File: config.mk
export PLATFORM = sky130hd
export DESIGN_NAME = bpt_table
export DESIGN_NICKNAME = d
export VERILOG_FILES = /design/src/rtl/bpt_pkg.sv /design/src/rtl/bpt_clear_seq.sv /design/src/rtl/bpt_array.sv /design/src/rtl/bpt_lookup.sv /design/src/rtl/bpt_table.sv
export SDC_FILE = /design/constraint.sdc
export NUM_CORES = 1
export LEC_CHECK = 0
export BUFFER_PORTS_ARGS = -buffer_cell sky130_fd_sc_hd__buf_4
export CORE_MARGIN = 5
export CORE_UTILIZATION = 42
export DETAILED_ROUTE_END_ITERATION = 8
export SYNTH_ARGS = -nofsm -noshare
export SYNTH_HDL_FRONTEND = slang
export SYNTH_HIERARCHICAL = 1
export SYNTH_SLANG_ARGS = --single-unit
File: constraint.sdc
create_clock -name clk -period 6.9 [get_ports clk]
set_input_delay 1.035 -clock clk [delete_from_list [all_inputs] [get_ports clk]]
set_output_delay 1.035 -clock clk [all_outputs]
set_load 0.02 [all_outputs]
File: src/rtl/bpt_pkg.sv
package bpt_pkg;

    parameter int STAT_W = 2;
    parameter int TAG_W  = 16;
    parameter int TGT_W  = 32;

    typedef logic [STAT_W-1:0] stat_t;
    typedef logic [TAG_W-1:0]  tag_t;
    typedef logic [TGT_W-1:0]  tgt_t;

    typedef struct packed {
        stat_t stat;
        tag_t  tag;
        tgt_t  tgt;
    } bpt_entry_t;

    localparam bpt_entry_t ENTRY_ZERO = '0;

endpackage

File: src/rtl/bpt_clear_seq.sv
module bpt_clear_seq
    import bpt_pkg::*;
#(
    parameter int IDX_W = 4
) (
    input  logic             clk,
    input  logic             rst_n,
    output logic             clr_active,
    output logic [IDX_W-1:0] clr_idx,
    output logic             ready
);

    localparam logic [IDX_W-1:0] LAST_IDX = {IDX_W{1'b1}};

    typedef enum logic {
        ST_WALK,
        ST_RUN
    } clr_state_e;

    typedef struct packed {
        clr_state_e       state;
        logic [IDX_W-1:0] ptr;
        logic             ready;
    } clr_regs_t;

    clr_regs_t r_d, r_q;

    always_comb begin
        r_d = r_q;
        case (r_q.state)
            ST_WALK: begin
                if (r_q.ptr == LAST_IDX) begin
                    r_d.state = ST_RUN;
                    r_d.ready = 1'b1;
                    r_d.ptr   = '0;
                end else begin
                    r_d.ptr = r_q.ptr + 1'b1;
                end
            end
            default: begin
                r_d.ready = 1'b1;
            end
        endcase
    end

    always_ff @(posedge clk or negedge rst_n) begin
        if (!rst_n) begin
            r_q <= '{state: ST_WALK, ptr: '0, ready: 1'b0};
        end else begin
            r_q <= r_d;
        end
    end

    assign clr_active = (r_q.state == ST_WALK);
    assign clr_idx    = r_q.ptr;
    assign ready      = r_q.ready;

endmodule

File: src/rtl/bpt_array.sv
module bpt_array
    import bpt_pkg::*;
#(
    parameter int IDX_W = 4
) (
    input  logic             clk,
    input  logic             wr_en,
    input  logic [IDX_W-1:0] wr_idx,
    input  bpt_entry_t       wr_data,
    input  logic [IDX_W-1:0] rd_idx,
    output bpt_entry_t       rd_data
);

    localparam int DEPTH = 1 << IDX_W;

    bpt_entry_t slot_vec [DEPTH];

    for (genvar gi = 0; gi < DEPTH; gi++) begin : g_slot
        bpt_entry_t slot_d, slot_q;
        logic       sel;

        assign sel = wr_en && (wr_idx == IDX_W'(gi));

        always_comb begin
            slot_d = slot_q;
            if (sel) begin
                slot_d = wr_data;
            end
        end

        always_ff @(posedge clk) begin
            slot_q <= slot_d;
        end

        assign slot_vec[gi] = slot_q;
    end

    assign rd_data = slot_vec[rd_idx];

endmodule

File: src/rtl/bpt_lookup.sv
module bpt_lookup
    import bpt_pkg::*;
(
    input  logic       clk,
    input  logic       rst_n,
    input  logic       ready,
    input  tag_t       lk_tag,
    input  bpt_entry_t rd_data,
    output stat_t      pred_status,
    output tgt_t       pred_target
);

    typedef struct packed {
        stat_t stat;
        tgt_t  tgt;
    } pred_regs_t;

    pred_regs_t p_d, p_q;
    logic       hit;

    always_comb begin
        hit = ready && (rd_data.tag == lk_tag) && (rd_data.stat != '0);
        p_d = '0;
        if (hit) begin
            p_d.stat = rd_data.stat;
            p_d.tgt  = rd_data.tgt;
        end
    end

    always_ff @(posedge clk or negedge rst_n) begin
        if (!rst_n) begin
            p_q <= '0;
        end else begin
            p_q <= p_d;
        end
    end

    assign pred_status = p_q.stat;
    assign pred_target = p_q.tgt;

endmodule

File: src/rtl/bpt_table.sv
module bpt_table
    import bpt_pkg::*;
#(
    parameter int ADDR_W = 32,
    parameter int IDX_LO = 2,
    parameter int IDX_W  = 4
) (
    input  logic              clk,
    input  logic              rst_n,
    input  logic [ADDR_W-1:0] lk_addr,
    input  logic              upd_en,
    input  logic [ADDR_W-1:0] upd_addr,
    input  logic [STAT_W-1:0] upd_status,
    input  logic [TGT_W-1:0]  upd_target,
    output logic              ready,
    output logic [STAT_W-1:0] pred_status,
    output logic [TGT_W-1:0]  pred_target
);

    localparam int TAG_LO = ADDR_W - TAG_W;

    logic [IDX_W-1:0] lk_idx, upd_idx, clr_idx, wr_idx;
    tag_t             lk_tag, upd_tag;
    logic             clr_active, wr_en;
    bpt_entry_t       wr_data, rd_data;
    logic             unused_addr_bits;

    assign lk_idx  = lk_addr[IDX_LO +: IDX_W];
    assign upd_idx = upd_addr[IDX_LO +: IDX_W];
    assign lk_tag  = lk_addr[TAG_LO +: TAG_W];
    assign upd_tag = upd_addr[TAG_LO +: TAG_W];
    assign unused_addr_bits = ^{lk_addr, upd_addr};

    bpt_clear_seq #(.IDX_W(IDX_W)) i_clear (
        .clk        (clk),
        .rst_n      (rst_n),
        .clr_active (clr_active),
        .clr_idx    (clr_idx),
        .ready      (ready)
    );

    // Write-port mux: the clear walk owns the port until it is done.
    always_comb begin
        if (clr_active) begin
            wr_en   = 1'b1;
            wr_idx  = clr_idx;
            wr_data = ENTRY_ZERO;
        end else begin
            wr_en   = upd_en && ready;
            wr_idx  = upd_idx;
            wr_data = '{stat: upd_status, tag: upd_tag, tgt: upd_target};
        end
    end

    bpt_array #(.IDX_W(IDX_W)) i_array (
        .clk     (clk),
        .wr_en   (wr_en),
        .wr_idx  (wr_idx),
        .wr_data (wr_data),
        .rd_idx  (lk_idx),
        .rd_data (rd_data)
    );

    bpt_lookup i_lookup (
        .clk         (clk),
        .rst_n       (rst_n),
        .ready       (ready),
        .lk_tag      (lk_tag),
        .rd_data     (rd_data),
        .pred_status (pred_status),
        .pred_target (pred_target)
    );

endmodule

==> run summary <==
Run status: completed
DR WL/cell: 28.1 µm
Final HPWL DP: 39100 µm
DR pass1 iterations: 5
Crit path top cell by count: buf_4
Compound-Gate Fraction of Synth Area: 0.0246
Critical Path Slowest Stage Cell: buf_8
Post-Synth XOR/XNOR Area: 0.00466
Met3 usage: 0.0339
Die width: 286 µm
Global-route wire length before repair: 107000 µm
Buf/Inv on CP: 3
Initial antenna violation count: 2
RSZ-0062 raised after global routing: false
Max-Cap Viols: 0
Share of cells above drive strength 1: 0.313
Clock sinks: 840
Worst Setup End Kind: flop
Post-CTS setup buffers: 0
Fin crit period: 4.15 ns
Most frequent cells in the layout: edfxtp_1 (800), mux4_2 (200), buf_4 (152)
FF-to-FF End: i_array/g_slot[10].slot_q[32]
Kind of critical path: in2reg
Post-route clock skew: 0.0246 ns
Crit path max-delay family: buffers and inverters
Endpoints failing setup: 0
Skew-Pair Late Insertion Delay: 0.63 ns
Vias in the first global route: 15600
DRT iter0 DRCs: 1650
Most common cell after layout, fill and taps aside: edfxtp_1
Die area: 81600 µm²
Io pins: 136
Synthesized area: 31900 µm²
CP max FO: 76
Final core utilization: 0.488
Clk root buf: clkbuf_16
Post-DRT Antenna Nets: 0
Mux share of post-synthesis cell area: 0.143
Worst reg2reg setup slack: 3.23 ns
Post-CTS sizing: 0
Met2 usage: 0.286
Setup crit start kind: input pin
Routability congestion estimate from global placement: 0.723
Synthesis-stage register bit count: 840
CTS tree: done
Syn Area/Cell: 22.4 µm²
Syn Inst Count: 1426
Largest net degree at the start of global routing: 99
CP peak stage delay: 0.60 ns
GR peak layer: met2
CP Cell Sequence: buf_8, buf_4, mux4_2, a22oi_1, nand2_1, xnor2_1, nand4_1, nor4_4, buf_4, and3_2
Pwr Density: 293 nW/µm²
Yosys cell types: 36
All-layer global routing usage: 0.180
Syn Nets: 1528
Met1 Use GR: 0.265
Maximum operating frequency: 241 MHz
Slew Viols, Final: 0
Max clock buf depth: 3
Initial Util: 0.422
Routed WL: 74100 µm
CP arrival: 4.70 ns
Worst slew margin: 0.242
Adder-cell share of the synthesized area: 0.000392
Ys Warns: 6
Tcrit/Tclk final: 0.602
# rows: 101
Vias/cell: 5.69
Setup TNS: 0 ns
Slew @ Worst Pin: 1.14 ns
P&R area growth vs syn: 15.7%
R2R Path Start: i_clear/r_q[5]
Number of buffers added on ports: 111
Critical Path RT: 7.45 ns
Register area share after synthesis: 0.784
DRC: 0
Hold/Removal Path Class: in2async
Gr ovfl total: 0
Largest family of logic cells by synthesized area: multiplexers
Reg2reg path depth: 5
Total core area: 75700 µm²
Worst-path clk slew: 0.06 ns
DR vias: 15000
Die Y: 286 µm
Worst VDD drop: 0.158 mV
CTS Buf Count: 85
# nets final: 1688
Final Hold Fails: 0
Post-Synth Simple-Gate Area: 0.0294
H-tree depth: 3
Hold-fix buffers, CTS: 0
Leakage: 0.0122 µW
Antenna fix cells: 0
## registers in the layout (all words and copies together) (netlist names)
register	count
i_clear/clr_idx	4
i_lookup/pred_target	32
i_array/g_slot.slot_q	800
i_lookup/pred_status	2
i_clear/r_q	1
i_clear/ready	1
## routing by layer
metal / part of all wire / up-vias
met2: 0.48 / 530
met3: 0.067 / 83
li1: - / 6307
met1: 0.43 / 8063
met5: 0 / -
met4: 0.016 / 0
## cell usage after synthesis
library cell / number / area [µm²]
buf_6: 5 / 56.3
edfxtp_1: 800 / 24000
o21ai_1: 1 / 5.00
a21o_1: 1 / 7.51
buf_2: 23 / 115
nand2b_1: 3 / 18.8
and3_2: 4 / 30.0
nor3_1: 4 / 20.0
and3_1: 30 / 188
a21oi_1: 1 / 5.00
mux2_4: 4 / 60.1
mux2_2: 1 / 11.3
dfrtp_1: 40 / 1000
nor4_2: 1 / 12.5
inv_1: 1 / 3.75
a22oi_1: 100 / 751
or3b_2: 1 / 8.76
nor4_4: 1 / 21.3
nand2_1: 54 / 203
nor2b_1: 52 / 325
buf_1: 12 / 45.0
buf_4: 14 / 105
or2_1: 1 / 6.26
and2_1: 1 / 6.26
xnor2_1: 13 / 114
ha_1: 1 / 12.5
nand3_1: 2 / 10.0
o31ai_1: 1 / 7.51
clkbuf_1: 29 / 109
nand2_2: 1 / 6.26
nand3b_1: 2 / 15.0
o21ai_0: 2 / 10.0
mux4_2: 200 / 4500
xor2_1: 4 / 35.0
nor2_1: 13 / 48.8
nand4_1: 3 / 18.8
## stage by stage
step / total power (µW) / setup WS, ns / instance area (µm²) / cells / hold WS [ns]
floorplan: 6030 / 1.14 / 31900 / 1426 / 0.472
global placement: 6210 / 2.07 / 34100 / 2477 / 0.519
detailed placement: 6220 / 2.08 / 34100 / 2477 / 0.504
CTS: 10900 / 2.69 / 36900 / 2635 / 0.452
global route: 11200 / 2.45 / 36900 / 2635 / 0.495
finish: 10800 / 2.75 / 36900 / 2635 / 0.452
## worst max path at each step
| stage | from | end | slack (ns) | cells past startpoint |
|---|---|---|---|---|
| final | lk_addr[2] | i_lookup/pred_status[1] | 2.75 | 10 |
| after global routing | lk_addr[2] | i_lookup/pred_target[1] | 2.45 | 10 |
| after CTS | lk_addr[2] | i_lookup/pred_status[1] | 2.69 | 10 |
| after detailed placement | lk_addr[2] | i_lookup/pred_status[1] | 2.08 | 10 |
| after global placement | lk_addr[2] | i_lookup/pred_target[1] | 2.07 | 10 |
| after floorplan | upd_addr[5] | i_array/g_slot[0].slot_q[0] | 1.14 | 3 |
## layout make-up
type | instances | area, µm²
well taps | 978 | 1220
fillers | 6042 | 38800
clock buffers | 122 | 2420
multi-input cells | 502 | 6600
clock inverters | 36 | 462
inverters | 1 | 3.75
flip-flops and latches | 840 | 25000
repair buffers | 156 | 1210
## kinds of logic after synthesis
logic type      after synthesis
flops                       840
compound gates              106
xor+xnor                     17
fa+ha+maj                     1
mux                         205
buf+inv                      84
simple gates                173
## power breakdown
group	switching, µW	internal [µW]	leakage [µW]	total (µW)
registers	2.90	5610	0.00778	5620
logic	304	187	0.00300	491
clock network	1880	2820	0.00141	4700
total	2190	8620	0.0122	10800
Note: power is estimated with default switching activity, not from simulation.
